<file path="src/rtl/jtbl_pkg.sv">
// Shared definitions for the jump table dispatch unit.
// Assumes a 24-bit byte address space and three-byte table entries.
package jtbl_pkg;
    localparam int ADDR_W    = 24;
    localparam int ENTRY_B   = 3;
    localparam int SEL_W     = 8;
    localparam int FLAG_W    = 8;

    typedef enum logic [1:0] {
        ST_IDLE  = 2'd0,
        ST_FETCH = 2'd1,
        ST_SKIP  = 2'd2
    } disp_state_e;
endpackage

</file>
<file path="src/rtl/jtbl_addr_calc.sv">
// Address arithmetic for the dispatch: slot address, return point and range test.
// Purely combinational; all sums wrap at the address width.
module jtbl_addr_calc #(
    parameter int AW      = 24,
    parameter int SW      = 8,
    parameter int ENTRY_B = 3
) (
    input  logic [AW-1:0] base_i,
    input  logic [SW-1:0] sel_i,
    input  logic [SW-1:0] lim_i,
    output logic [AW-1:0] slot_o,
    output logic [AW-1:0] ret_o,
    output logic          in_range_o
);
    localparam logic [AW-1:0] STRIDE = AW'(ENTRY_B);

    // Scale the selector and limit by the entry size and add to the base.
    always_comb begin
        slot_o     = base_i + AW'(sel_i) * STRIDE;
        ret_o      = base_i + AW'(lim_i) * STRIDE + STRIDE;
        in_range_o = (sel_i <= lim_i);
    end
endmodule

</file>
<file path="src/rtl/jtbl_fetch.sv">
// Fetches one little-endian table entry through a byte read port.
// Assumes read data arrives one cycle after each request. Issues NBYTES reads
// back to back and presents the whole word combinationally with word_vld_o.
module jtbl_fetch #(
    parameter int AW     = 24,
    parameter int NBYTES = 3
) (
    input  logic               clk,
    input  logic               rst_n,
    input  logic               go_i,
    input  logic [AW-1:0]      base_i,
    output logic               mem_rd_o,
    output logic [AW-1:0]      mem_addr_o,
    input  logic [7:0]         mem_rdata_i,
    output logic               word_vld_o,
    output logic [8*NBYTES-1:0] word_o
);
    localparam int CW = $clog2(NBYTES + 1);
    localparam logic [CW-1:0] LAST = CW'(NBYTES - 1);
    localparam logic [CW-1:0] ALL  = CW'(NBYTES);

    logic [AW-1:0] addr_q;
    logic [CW-1:0] n_iss_q;
    logic          act_q;
    logic          rd_q;
    logic [CW-1:0] rd_idx_q;
    logic [7:0]    bytes_q [NBYTES];

    assign mem_rd_o   = act_q && (n_iss_q != ALL);
    assign mem_addr_o = addr_q + AW'(n_iss_q);
    assign word_vld_o = rd_q && (rd_idx_q == LAST);

    // Assemble the word: earlier bytes from storage, the last one straight from the port.
    generate
        for (genvar b = 0; b < NBYTES; b++) begin : g_word
            if (b == NBYTES - 1) begin : g_last
                assign word_o[8*b +: 8] = mem_rdata_i;
            end else begin : g_held
                assign word_o[8*b +: 8] = bytes_q[b];
            end
        end
    endgenerate

    // Request sequencer: count issued reads and track which byte returns next.
    always_ff @(posedge clk) begin
        if (!rst_n) begin
            addr_q   <= '0;
            n_iss_q  <= '0;
            act_q    <= 1'b0;
            rd_q     <= 1'b0;
            rd_idx_q <= '0;
        end else if (go_i && !act_q) begin
            addr_q   <= base_i;
            n_iss_q  <= '0;
            act_q    <= 1'b1;
            rd_q     <= 1'b0;
        end else if (act_q) begin
            rd_q <= mem_rd_o;
            if (mem_rd_o) begin
                rd_idx_q <= n_iss_q;
                n_iss_q  <= n_iss_q + 1'b1;
            end
            if (word_vld_o) begin
                act_q <= 1'b0;
                rd_q  <= 1'b0;
            end
        end
    end

    // Capture each returning byte into its lane.
    always_ff @(posedge clk) begin
        if (!rst_n) begin
            for (int i = 0; i < NBYTES; i++) bytes_q[i] <= '0;
        end else if (rd_q) begin
            bytes_q[rd_idx_q] <= mem_rdata_i;
        end
    end

    // back-to-back reads walk upward one byte at a time.
    a_r2_addr_step: assert property (@(posedge clk) disable iff (!rst_n)
        (mem_rd_o && $past(mem_rd_o)) |-> (mem_addr_o == $past(mem_addr_o) + AW'(1)));

    // a byte is captured only in the cycle after a request.
    a_r2_read_latency: assert property (@(posedge clk) disable iff (!rst_n)
        rd_q |-> $past(mem_rd_o));
endmodule

</file>
<file path="src/rtl/jtbl_dispatch.sv">
// Switch-case dispatch unit. Given the first table slot address, a selector and
// a limit, it either fetches a 24-bit target and requests a call, or skips the
// table and flags the miss in V and ER. No other flag bit is modified.
// Assumes start_i is honoured only when idle and that memory has one-cycle read latency.
module jtbl_dispatch #(
    parameter int AW     = jtbl_pkg::ADDR_W,
    parameter int SW     = jtbl_pkg::SEL_W,
    parameter int FW     = jtbl_pkg::FLAG_W,
    parameter int V_BIT  = 6,
    parameter int ER_BIT = 1
) (
    input  logic          clk,
    input  logic          rst_n,
    input  logic          start_i,
    input  logic [AW-1:0] ip_i,
    input  logic [SW-1:0] sel_i,
    input  logic [SW-1:0] lim_i,
    input  logic [FW-1:0] flags_i,
    output logic          mem_rd_o,
    output logic [AW-1:0] mem_addr_o,
    input  logic [7:0]    mem_rdata_i,
    output logic          busy_o,
    output logic          done_o,
    output logic [AW-1:0] ip_o,
    output logic          push_o,
    output logic [AW-1:0] push_addr_o,
    output logic [FW-1:0] flags_o
);
    import jtbl_pkg::*;

    localparam int            TW      = 8 * ENTRY_B;
    localparam logic [FW-1:0] VE_MASK = (FW'(1) << V_BIT) | (FW'(1) << ER_BIT);

    disp_state_e   state_q;
    logic [AW-1:0] slot_w, ret_w, ret_q;
    logic          in_range_w;
    logic [FW-1:0] flags_q;
    logic [SW-1:0] sel_q;
    logic          go_w;
    logic          word_vld_w;
    logic [TW-1:0] word_w;

    assign busy_o = (state_q != ST_IDLE);
    assign go_w   = (state_q == ST_IDLE) && start_i && in_range_w;

    jtbl_addr_calc #(.AW(AW), .SW(SW), .ENTRY_B(ENTRY_B)) u_calc (
        .base_i     (ip_i),
        .sel_i      (sel_i),
        .lim_i      (lim_i),
        .slot_o     (slot_w),
        .ret_o      (ret_w),
        .in_range_o (in_range_w)
    );

    jtbl_fetch #(.AW(AW), .NBYTES(ENTRY_B)) u_fetch (
        .clk         (clk),
        .rst_n       (rst_n),
        .go_i        (go_w),
        .base_i      (slot_w),
        .mem_rd_o    (mem_rd_o),
        .mem_addr_o  (mem_addr_o),
        .mem_rdata_i (mem_rdata_i),
        .word_vld_o  (word_vld_w),
        .word_o      (word_w)
    );

    // Control: accept a start when idle, then finish via fetch or skip.
    always_ff @(posedge clk) begin
        if (!rst_n) begin
            state_q <= ST_IDLE;
            ret_q   <= '0;
            flags_q <= '0;
            sel_q   <= '0;
        end else begin
            case (state_q)
                ST_IDLE: if (start_i) begin
                    ret_q   <= ret_w;
                    flags_q <= flags_i;
                    sel_q   <= sel_i;
                    state_q <= in_range_w ? ST_FETCH : ST_SKIP;
                end
                ST_FETCH: if (word_vld_w) state_q <= ST_IDLE;
                ST_SKIP:  state_q <= ST_IDLE;
                default:  state_q <= ST_IDLE;
            endcase
        end
    end

    // Result registers: publish the new IP, push request and flags for one cycle.
    always_ff @(posedge clk) begin
        if (!rst_n) begin
            done_o      <= 1'b0;
            push_o      <= 1'b0;
            ip_o        <= '0;
            push_addr_o <= '0;
            flags_o     <= '0;
        end else begin
            done_o <= 1'b0;
            push_o <= 1'b0;
            if (state_q == ST_FETCH && word_vld_w) begin
                done_o      <= 1'b1;
                push_o      <= 1'b1;
                ip_o        <= AW'(word_w);
                push_addr_o <= ret_q;
                flags_o     <= flags_q & ~VE_MASK;
            end else if (state_q == ST_SKIP) begin
                done_o  <= 1'b1;
                ip_o    <= ret_q;
                flags_o <= flags_q | VE_MASK;
            end
        end
    end

    // the completion strobe lasts a single cycle.
    a_r7_done_pulse: assert property (@(posedge clk) disable iff (!rst_n)
        done_o |=> !done_o);

    // the skip path never touches memory.
    a_r4_no_read_on_skip: assert property (@(posedge clk) disable iff (!rst_n)
        (state_q == ST_SKIP) |-> !mem_rd_o);

    // V and ER agree and are the inverse of the call decision.
    a_r6_ve_tracks_call: assert property (@(posedge clk) disable iff (!rst_n)
        done_o |-> (flags_o[V_BIT] == flags_o[ER_BIT]) && (flags_o[V_BIT] == !push_o));

    // a push request only accompanies a completed dispatch.
    a_r3_push_with_done: assert property (@(posedge clk) disable iff (!rst_n)
        push_o |-> done_o);

    // operands captured at start hold while busy.
    a_r8_hold_while_busy: assert property (@(posedge clk) disable iff (!rst_n)
        (busy_o && $past(busy_o)) |-> ($stable(sel_q) && $stable(ret_q)));
endmodule

</file>
<file path="config.mk">
export PLATFORM = sky130hd
export DESIGN_NAME = jtbl_dispatch
export DESIGN_NICKNAME = d
export VERILOG_FILES = /design/src/rtl/jtbl_pkg.sv /design/src/rtl/jtbl_addr_calc.sv /design/src/rtl/jtbl_fetch.sv /design/src/rtl/jtbl_dispatch.sv
export SDC_FILE = /design/constraint.sdc
export NUM_CORES = 1
export LEC_CHECK = 0
export ABC_CLOCK_PERIOD_IN_PS = 6050
export BUFFER_PORTS_ARGS = -buffer_cell sky130_fd_sc_hd__buf_4
export CORE_MARGIN = 2
export CORE_UTILIZATION = 60
export CTS_CLUSTER_DIAMETER = 80
export CTS_CLUSTER_SIZE = 12
export DETAILED_ROUTE_END_ITERATION = 8
export PLACE_DENSITY = 0.92
export SYNTH_ARGS = -nofsm -noshare
export SYNTH_HDL_FRONTEND = slang
export SYNTH_SLANG_ARGS = --single-unit
</file>
<file path="constraint.sdc">
create_clock -name clk -period 6.05 [get_ports clk]
set_input_delay 0.605 -clock clk [delete_from_list [all_inputs] [get_ports clk]]
set_output_delay 0.605 -clock clk [all_outputs]
set_load 0.005 [all_outputs]
</file>
==> run_results.csv, run 1 <==
group,metric,value,unit
power,ir_drop,0.210,mV
cells_and_area,final_util,75.4,%
clock_network,cts_root_buf,"clkbuf_16",
timing,relSlewSlack,25.3,%
detailed_routing,ant_nets,0,
status,outcome,"finished clean",
floorplan,ios,143,
cells_and_area,drive_above_1_share,19.8,%
cells_and_area,final_nets,1081,
clock_network,tritoncts.num_buffers,17,
cells_and_area,multiInputGateArea,4060,um^2
global_route,met2_usage,50.4,%
clock_network,cts_tree,"done",
global_route,antenna_found_initial,0,
detailed_routing,drt_first_pass_iters,7,
cells_and_area,final_cell_count_no_fill,1124,
detailed_routing,via_per_inst,5.96,
worst_setup_path,slowest_delay,0.47,ns
clock_network,cts_setup_buffers,0,
global_route,grt_use_met1,38.9,%
floorplan,start_util,60.9,%
detailed_routing,wl_per_cell,16.9,um
logic_synthesis,synth-seq-cells,135,
logic_synthesis,syn-num-nets,958,
power,p_leak,3.77,nW
worst_setup_path,endpoint_kind,"primary output",
detailed_routing,dr.first_iter.drc_count,677,
logic_synthesis,synthCells,841,
detailed_routing,route.vias.total,6699,
hold_path,hold_path.class,"primary input to flop",
logic_synthesis,synth-edff-count,16,
logic_synthesis,synth_warnings,0,
global_route,grt_pass1_vias,6243,
clock_network,clockBufferDepth,2,
logic_synthesis,ys_types,62,
timing,setup_viol,0,
placed_design,io_buffers,140,
worst_setup_path,cp_common_cell,"nor2_1",
worst_setup_path,crit_required,5.44,ns
floorplan,rows,40,
timing,drv_slew,0,
timing,fmax,291,MHz
logic_synthesis,ys_seq_area_share,39.6,%
clock_network,insertion_delay,0.42,ns
timing,hold_viol,0,
global_route,grt-busiest-layer,"met2",
floorplan,die_x,114,um
worst_setup_path,cp_slowest_cell,"fa_1",
placed_design,gp_congestion,0.892,
logic_synthesis,synth_area_per_cell,8.59,um^2
global_route,grt_pass1_wl,30600,um
logic_synthesis,async_flop_share,0,%
worst_setup_path,critPathMaxFanout,4,
job,max_cap_violations,0,
worst_setup_path,crit_path_start_kind,"flop",
logic_synthesis,netlist_area,7230,um^2
cells_and_area,diodes,0,
placed_design,place_inst,1092,
logic_synthesis,synth_flop_cell,"dfxtp_1",
timing,rsz0062_at_grt,"false",
global_route,gr-total-overflow,0,
clock_network,clkSinkCount,135,
clock_network,clk_pin_slew,0.05,ns
global_route,met3_usage,6.96,%
logic_synthesis,synth_top_cell_by_area,"dfxtp_1",
detailed_routing,drcViolationCount,0,
logic_synthesis,yosys-top-cells-area,"dfxtp_1 33%, ha_1 7.3%, nand2_1 6.9%, a21oi_1 6.7%, edfxtp_1 6.6%",
clock_network,cts_resized,0,
cells_and_area,nFillCells,802,
timing,skew,0.00830,ns
timing,fin_tns_setup,0,ns
worst_setup_path,crit_chain,"ha_1 > inv_1 > fa_1 > nand4b_1 > nor2_1 > nand4_1 > nor2_1 > xor2_1 > buf_4",
worst_setup_path,criticalPathCategory,"flop to primary output",
cells_and_area,register_area,2860,um^2
global_route,grt_usage,30.0,%
power,powerDensity,289,nW/um^2
timing,min_period,3.44,ns
timing,worstMarginPinSlew,1.12,ns
worst_setup_path,arrival,2.84,ns
floorplan,dieArea,12900,um^2
cells_and_area,syn_to_final_growth,23.7,%
floorplan,die_height,114,um
clock_network,htreeDepth,4,
logic_synthesis,synth_top_area_share,33.0,%
detailed_routing,wl,19000,um
timing,fin_crit_sh,56.9,%
global_route,grt_max_degree,98,
clock_network,ctsHoldBuffers,0,
placed_design,place_hpwl,12800,um
floorplan,core_area,11900,um^2
## per-layer routing
layer	up-vias	part of all wire [%]
met1	3183	42
li1	3160	-
met5	-	0
met3	42	8.1
met2	314	48
met4	0	1.8
## flip-flops by register name, indices dropped and copies added, names as in the netlist
signal	count
ip_o	24
push_addr_o	24
ret_q	24
u_fetch.addr_q	24
u_fetch.bytes_q	16
flags_o	7
flags_q	6
state_q	2
u_fetch.n_iss_q	2
u_fetch.rd_idx_q	2
done_o	1
push_o	1
u_fetch.act_q	1
u_fetch.rd_q	1
## cell families (layout without fill, tap and decap cells)
family | after synthesis | in the layout | share of synthesized area, %
compound gates | 212 | 212 | 17.9
xor+xnor | 50 | 50 | 6.06
fa+ha+maj | 58 | 58 | 11.7
buf+inv | 82 | 218 | 4.38
flops | 135 | 135 | 39.6
mux | 12 | 12 | 1.68
simple gates | 292 | 292 | 18.6
## path summary, 6_finish.rpt
kind / from / to / slack [ns] / cells past startpoint
setup / recovery: u_fetch.n_iss_q[0] / mem_addr_o[20] / 2.61 / 9
hold / removal: flags_i[5] / flags_q[5] / 0.44 / 3
setup reg to reg: u_fetch.rd_idx_q[1] / ip_o[6] / 3.36 / 7
hold reg to reg: flags_o[0] / flags_o[0] / 0.46 / 2
## worst max-delay path, delay by kind of cell (launching register included)
family                     cells  cell delay (ns)
xor gates and xnor gates       1             0.17
adders and majority gates      2             0.69
buffers and inverters          2             0.19
DFF                            1             0.44
and+or+nand+nor                4             0.92
## cells in the final DEF, fill, tap and decap left out, types with 9 or more instances in the layout
master | synthesis | final
a211oi_1 | 9 | 9
a21oi_1 | 97 | 97
a22oi_1 | 24 | 24
and2_1 | 18 | 18
and3_1 | 9 | 9
buf_4 | 1 | 146
clkbuf_16 | 0 | 17
dfxtp_1 | 119 | 119
edfxtp_1 | 16 | 16
fa_1 | 16 | 16
ha_1 | 42 | 42
inv_1 | 39 | 39
mux2i_1 | 11 | 11
nand2_1 | 132 | 132
nand2b_1 | 10 | 10
nand3_1 | 15 | 15
nor2_1 | 64 | 62
o21ai_0 | 38 | 38
xnor2_1 | 36 | 36
xor2_1 | 14 | 14
## area by class of cell
type                       instances  share of cell area (%)
clock inverter                     7                    1.05
clock buffer                      25                    5.54
multi-input combinational        624                    45.4
sequential                       135                    32.0
timing repair buffer             146                    12.3
inverter                          40                    1.68
tap                              147                    2.06
## synthesized netlist by cell type (3+ instances only)
library cell and instances:
a211oi_1 9, inv_1 39, o21a_1 3, nand2_1 132, nand3_1 15, xor2_1 14, ha_1 42, o21ai_0 38
a311oi_1 4, o211ai_1 3, and2_1 18, nor2b_1 3, fa_1 16, mux2i_1 11, or2_2 5, dfxtp_1 119
clkbuf_1 34, nor3_1 6, nor2_1 64, nor4_1 4, a21oi_1 97, buf_2 4, o21ai_1 3, a21o_1 6
edfxtp_1 16, and3_1 9, xnor2_1 36, buf_1 3, o31a_1 5, nand4_1 8, or3_1 7, nand2b_1 10
a22oi_1 24
## per-stage QoR
stage	hold WS [ns]	power [mW]	worst slack (ns)	instance area, um^2
floorplan	0.437	1.38	2.85	7230
global placement	0.442	1.54	2.42	8350
detailed placement	0.447	1.56	2.41	8350
CTS	0.430	2.58	2.61	8940
global route	0.441	2.69	2.47	8940
finish	0.436	2.58	2.61	8940
## report_power, final
group	total [mW]	internal (mW)	leakage, nW	switching, mW
combinational	0.539	0.238	2.35	0.301
sequential	1.02	0.965	1.13	0.0589
clock	1.02	0.649	0.283	0.371
Note: power is estimated with default switching activity, not from simulation.
==> run 2: changes to the inputs <==
ABC_CLOCK_PERIOD_IN_PS = 2800   (was 6050)
CORE_UTILIZATION = 50   (was 60)
PLACE_DENSITY = 0.82   (was 0.92)
clock period = 2.8 ns   (was 6.05 ns; I/O delays follow)
==> run 2 against run 1 <==
Hold slack got worse by 0.32 ns. Global-route usage down 5.9 points. Critical path depth is the same. Design area increased by 6.2%. Combinational power up 140%. Non-clock buffer count up 55. Clock skew grew 0.00065 ns. Die area up 19%. Power grew 130%. Clock-buffer cell count fell by 3. Sequential cell count unchanged.
==> run_results.csv, run 2 (synthesis gave the netlist of run 1 again) <==
group,metric,value,unit
status,outcome,"finished clean",
cells_and_area,diodes,0,
timing,fmax,373,MHz
clock_network,insertion_delay,0.42,ns
floorplan,core_area,14000,um^2
power,powerDensity,620,nW/um^2
worst_setup_path,crit_path_start_kind,"flop",
cells_and_area,layout_commonest_cell,"buf_4",
timing,setup_viol,0,
clock_network,cts_tree,"done",
power,totalPowerFinal,5.88,mW
timing,drv_slew,0,
job,max_cap_violations,0,
floorplan,ios,143,
clock_network,clk_pin_slew,0.06,ns
cells_and_area,syn_to_final_growth,31.3,%
cells_and_area,nFillCells,1129,
timing,min_period,2.68,ns
detailed_routing,drcViolationCount,0,
placed_design,place_inst,1174,
placed_design,io_buffers,140,
worst_setup_path,critPathMaxFanout,3,
detailed_routing,via_per_inst,5.52,
worst_setup_path,arrival,2.40,ns
worst_setup_path,endpoint_kind,"primary output",
placed_design,place_hpwl,13800,um
cells_and_area,final_nets,1136,
worst_setup_path,crit_required,2.52,ns
clock_network,tritoncts.num_buffers,17,
detailed_routing,drt_first_pass_iters,5,
global_route,gr-total-overflow,0,
global_route,grt_max_degree,57,
timing,relSlewSlack,37.9,%
global_route,grt_pass1_wl,30700,um
hold_path,hold_path.class,"primary input to flop",
global_route,grt_usage,24.0,%
cells_and_area,final_util,67.9,%
global_route,antenna_found_initial,0,
clock_network,clockBufferDepth,2,
floorplan,die_height,124,um
detailed_routing,wl,18900,um
power,p_leak,4.07,nW
clock_network,cts_root_buf,"clkbuf_16",
timing,fin_crit_sh,95.8,%
floorplan,rows,43,
clock_network,ctsHoldBuffers,0,
power,ir_drop,0.462,mV
floorplan,dieArea,15400,um^2
detailed_routing,route.vias.total,6686,
timing,worstMarginPinSlew,0.931,ns
worst_setup_path,criticalPathCategory,"flop to primary output",
cells_and_area,drive_above_1_share,25.0,%
detailed_routing,dr.first_iter.drc_count,495,
cells_and_area,mostFrequentLayoutCells,"200 x buf_4, 132 x nand2_1, 117 x dfxtp_1",
timing,skew,0.00895,ns
timing,hold_ws,0.115,ns
global_route,grt_pass1_vias,6242,
detailed_routing,wl_per_cell,15.6,um
cells_and_area,final_cell_count_no_fill,1211,
clock_network,htreeDepth,4,
floorplan,die_x,124,um
timing,hold_viol,0,
placed_design,gp_congestion,0.895,
detailed_routing,ant_nets,0,
clock_network,clkSinkCount,135,
floorplan,start_util,51.7,%
## run 2: worst max-delay path: stages, from the launching register on
cell	delay, ns
dfxtp_4	0.37
ha_4	0.13
inv_1	0.05
fa_2	0.35
nand4b_1	0.25
nor2_2	0.18
nand4_1	0.19
nor2_1	0.18
xor2_1	0.15
buf_4	0.12
## run 2: what timing repair did
| action | CTS | global route |
|---|---|---|
| gates cloned | 0 | 0 |
| setup buffers | 3 | 3 |
| pin swaps | 5 | 7 |
| gates resized for setup | 7 | 3 |
| endpoints found under the setup margin | 5 | 9 |
## run 2: per-stage QoR
step,setup TNS [ns],worst slack [ns],instance area (um^2)
floorplan,0,0.00352,7240
global placement,-3.37,-0.220,8790
detailed placement,-4.09,-0.270,8790
CTS,0,0.0151,9460
global route,-0.00239,-0.00239,9490
finish,0,0.117,9490
## run 2: power by group
part	total (mW)	switching [mW]	internal (mW)
Combinational	1.32	0.666	0.652
Clock	2.35	0.802	1.55
Sequential	2.21	0.125	2.09
Total	5.88	1.59	4.29
## run 2: worst paths after layout
kind,start,slack (ns),cells after the start,end
hold reg to reg,flags_o[4],0.45,2,flags_o[4]
setup / recovery,u_fetch.n_iss_q[0],0.12,9,mem_addr_o[22]
hold / removal,flags_i[4],0.11,3,flags_q[4]
setup reg to reg,state_q[0],0.83,5,ret_q[22]
## run 2: layout make-up
| type | instances | area (um^2) | area share, % |
|---|---|---|---|
| Tap cell | 180 | 225 | 2.37 |
| Clock inverter | 9 | 149 | 1.57 |
| Inverter | 40 | 150 | 1.58 |
| Timing Repair Buffer | 201 | 1520 | 16.0 |
| Multi-Input combinational cell | 624 | 4100 | 43.2 |
| Clock buffer | 22 | 474 | 5.00 |
| Sequential cell | 135 | 2870 | 30.2 |
## run 2: metal layers
metal / track usage [%] / share of wire (%) / vias to the layer above
met4: 7.14 / 2.2 / 0
met1: 32.3 / 45 / 3130
met3: 5.08 / 5.9 / 40
met5: 0 / 0 / -
li1: - / - / 3265
met2: 39.2 / 47 / 251
==> run 3: changes to the inputs <==
RECOVER_POWER = 50   (was default)
==> run 3 against run 2 <==
Sequential power is essentially flat. Wire length is essentially flat. Fmax is 0.20% lower. Setup slack got worse by 0.0054 ns. Via count rose by 0.16%. Critical path type is now primary input to flop. Critical endpoint is now ret_q[20].
==> run_results.csv, run 3 (synthesis gave the netlist of run 1 again) <==
group,metric,value,unit
power,p_leak,4.02,nW
worst_setup_path,crit_chain,"buf_4 > inv_1 > buf_4 > fa_1 > inv_1 > ha_1 > ha_4 > o21ai_1 > nor2_2 > nor3_4 > o31a_1 > or3_1 > a311oi_1",
placed_design,gp_congestion,0.895,
timing,setup_ws,0.112,ns
detailed_routing,via_per_inst,5.53,
power,p_int,4.29,mW
worst_setup_path,crit_path_start_kind,"primary input",
detailed_routing,ant_nets,0,
detailed_routing,drt_first_pass_iters,6,
global_route,grt_max_degree,57,
floorplan,dieArea,15400,um^2
power,ir_drop,0.461,mV
clock_network,insertion_delay,0.42,ns
floorplan,ios,143,
global_route,grt_usage,24.0,%
detailed_routing,wl_per_cell,15.6,um
cells_and_area,final_area,9480,um^2
floorplan,start_util,51.7,%
floorplan,rows,43,
clock_network,clockBufferDepth,2,
detailed_routing,wl,18900,um
detailed_routing,drcViolationCount,0,
placed_design,io_buffers,140,
placed_design,place_inst,1174,
timing,hold_ws,0.115,ns
timing,fin_crit_sh,96.0,%
global_route,gr-total-overflow,0,
power,p_sw,1.59,mW
placed_design,placed_area,8790,um^2
floorplan,core_area,14000,um^2
hold_path,hold_path.class,"primary input to flop",
detailed_routing,route.vias.total,6697,
placed_design,place_hpwl,13800,um
cells_and_area,mostFrequentLayoutCells,"141 x buf_4, 132 x nand2_1, 117 x dfxtp_1",
timing,worstMarginPinSlew,0.933,ns
worst_setup_path,path_buf_inv,4,
power,combPwrFrac,22.4,%
worst_setup_path,endpoint_kind,"flop",
floorplan,die_height,124,um
cells_and_area,final_util,67.8,%
global_route,antenna_found_initial,0,
worst_setup_path,crit_family,"adder cells",
cells_and_area,drive_above_1_share,24.8,%
cells_and_area,final_nets,1136,
cells_and_area,diodes,0,
clock_network,clk_pin_slew,0.06,ns
worst_setup_path,slowest_delay,0.50,ns
power,pwr-share-seq,37.6,%
power,pwr-share-clk,40.0,%
timing,fmax,372,MHz
cells_and_area,syn_to_final_growth,31.2,%
timing,hold_viol,0,
timing,setup_viol,0,
global_route,grt_pass1_wl,30700,um
worst_setup_path,cp_slowest_cell,"fa_1",
clock_network,htreeDepth,4,
timing,min_period,2.69,ns
worst_setup_path,arrival,3.01,ns
global_route,grt_pass1_vias,6242,
job,max_cap_violations,0,
placed_design,preCtsSetupSlack,-0.270,ns
cells_and_area,layout_commonest_cell,"buf_4",
power,totalPowerFinal,5.88,mW
detailed_routing,dr.first_iter.drc_count,511,
power,powerDensity,620,nW/um^2
worst_setup_path,critPathMaxFanout,9,
timing,fin_tns_setup,0,ns
worst_setup_path,crit_required,3.12,ns
floorplan,die_x,124,um
clock_network,tritoncts.num_buffers,17,
clock_network,cts_root_buf,"clkbuf_16",
timing,relSlewSlack,37.8,%
clock_network,cts_tree,"done",
cells_and_area,final_cell_count_no_fill,1211,
status,outcome,"finished clean",
power,p_sw_share,27.1,%
worst_setup_path,criticalPathCategory,"primary input to flop",
timing,skew,0.00815,ns
timing,drv_slew,0,
clock_network,clkSinkCount,135,
run 3: cell types whose count changed in the layout (fill, tap and decap cells not counted), sizes merged:
cell    previous run  this run
buf              201       142
clkbuf            22        81
run 3: path summary, 6_finish.rpt:
kind	from	to	slack (ns)	cells past startpoint
setup / recovery	lim_i[2]	ret_q[20]	0.11	13
hold / removal	flags_i[4]	flags_q[4]	0.12	3
setup reg to reg	state_q[0]	ret_q[22]	0.81	5
hold reg to reg	ip_o[2]	ip_o[2]	0.45	2
run 3: power by group through the flow:
stage / clock network (mW) / logic (mW) / registers (mW)
2_1_floorplan: 0 / 0.793 / 2.20
3_3_place_gp: 0 / 1.26 / 2.24
3_5_place_dp: 0 / 1.28 / 2.24
4_1_cts: 2.36 / 1.31 / 2.21
5_1_grt: 2.45 / 1.46 / 2.22
6_report: 2.35 / 1.31 / 2.21
run 3: metal layers:
metal / GRT usage (%) / wire length, um
met3: 5.08 / 1190
met5: 0 / 0
met1: 32.3 / 8390
met4: 7.14 / 414
met2: 39.2 / 8910
run 3: worst reg2reg max path, stage by stage, from the launching register on:
cell and delay (ns):
dfxtp_1 0.32, nor2_1 0.22, nand2_1 0.36, buf_4 0.32
or4b_1 0.51, a31oi_1 0.17
run 3: timing repair:
action,CTS,global route
resized for setup,7,3
endpoints found under the setup margin,5,9
cloned,0,0
hold buffers,0,0
buffers inserted,3,3
pin swaps,5,7
run 3: layout make-up:
class	instances	area [um^2]
multi-input combinational	624	4100
fill	1133	4500
clock inverter	9	149
inverter	40	150
tap	180	225
sequential	135	2870
timing repair buffer	201	1510
clock buffer	22	474
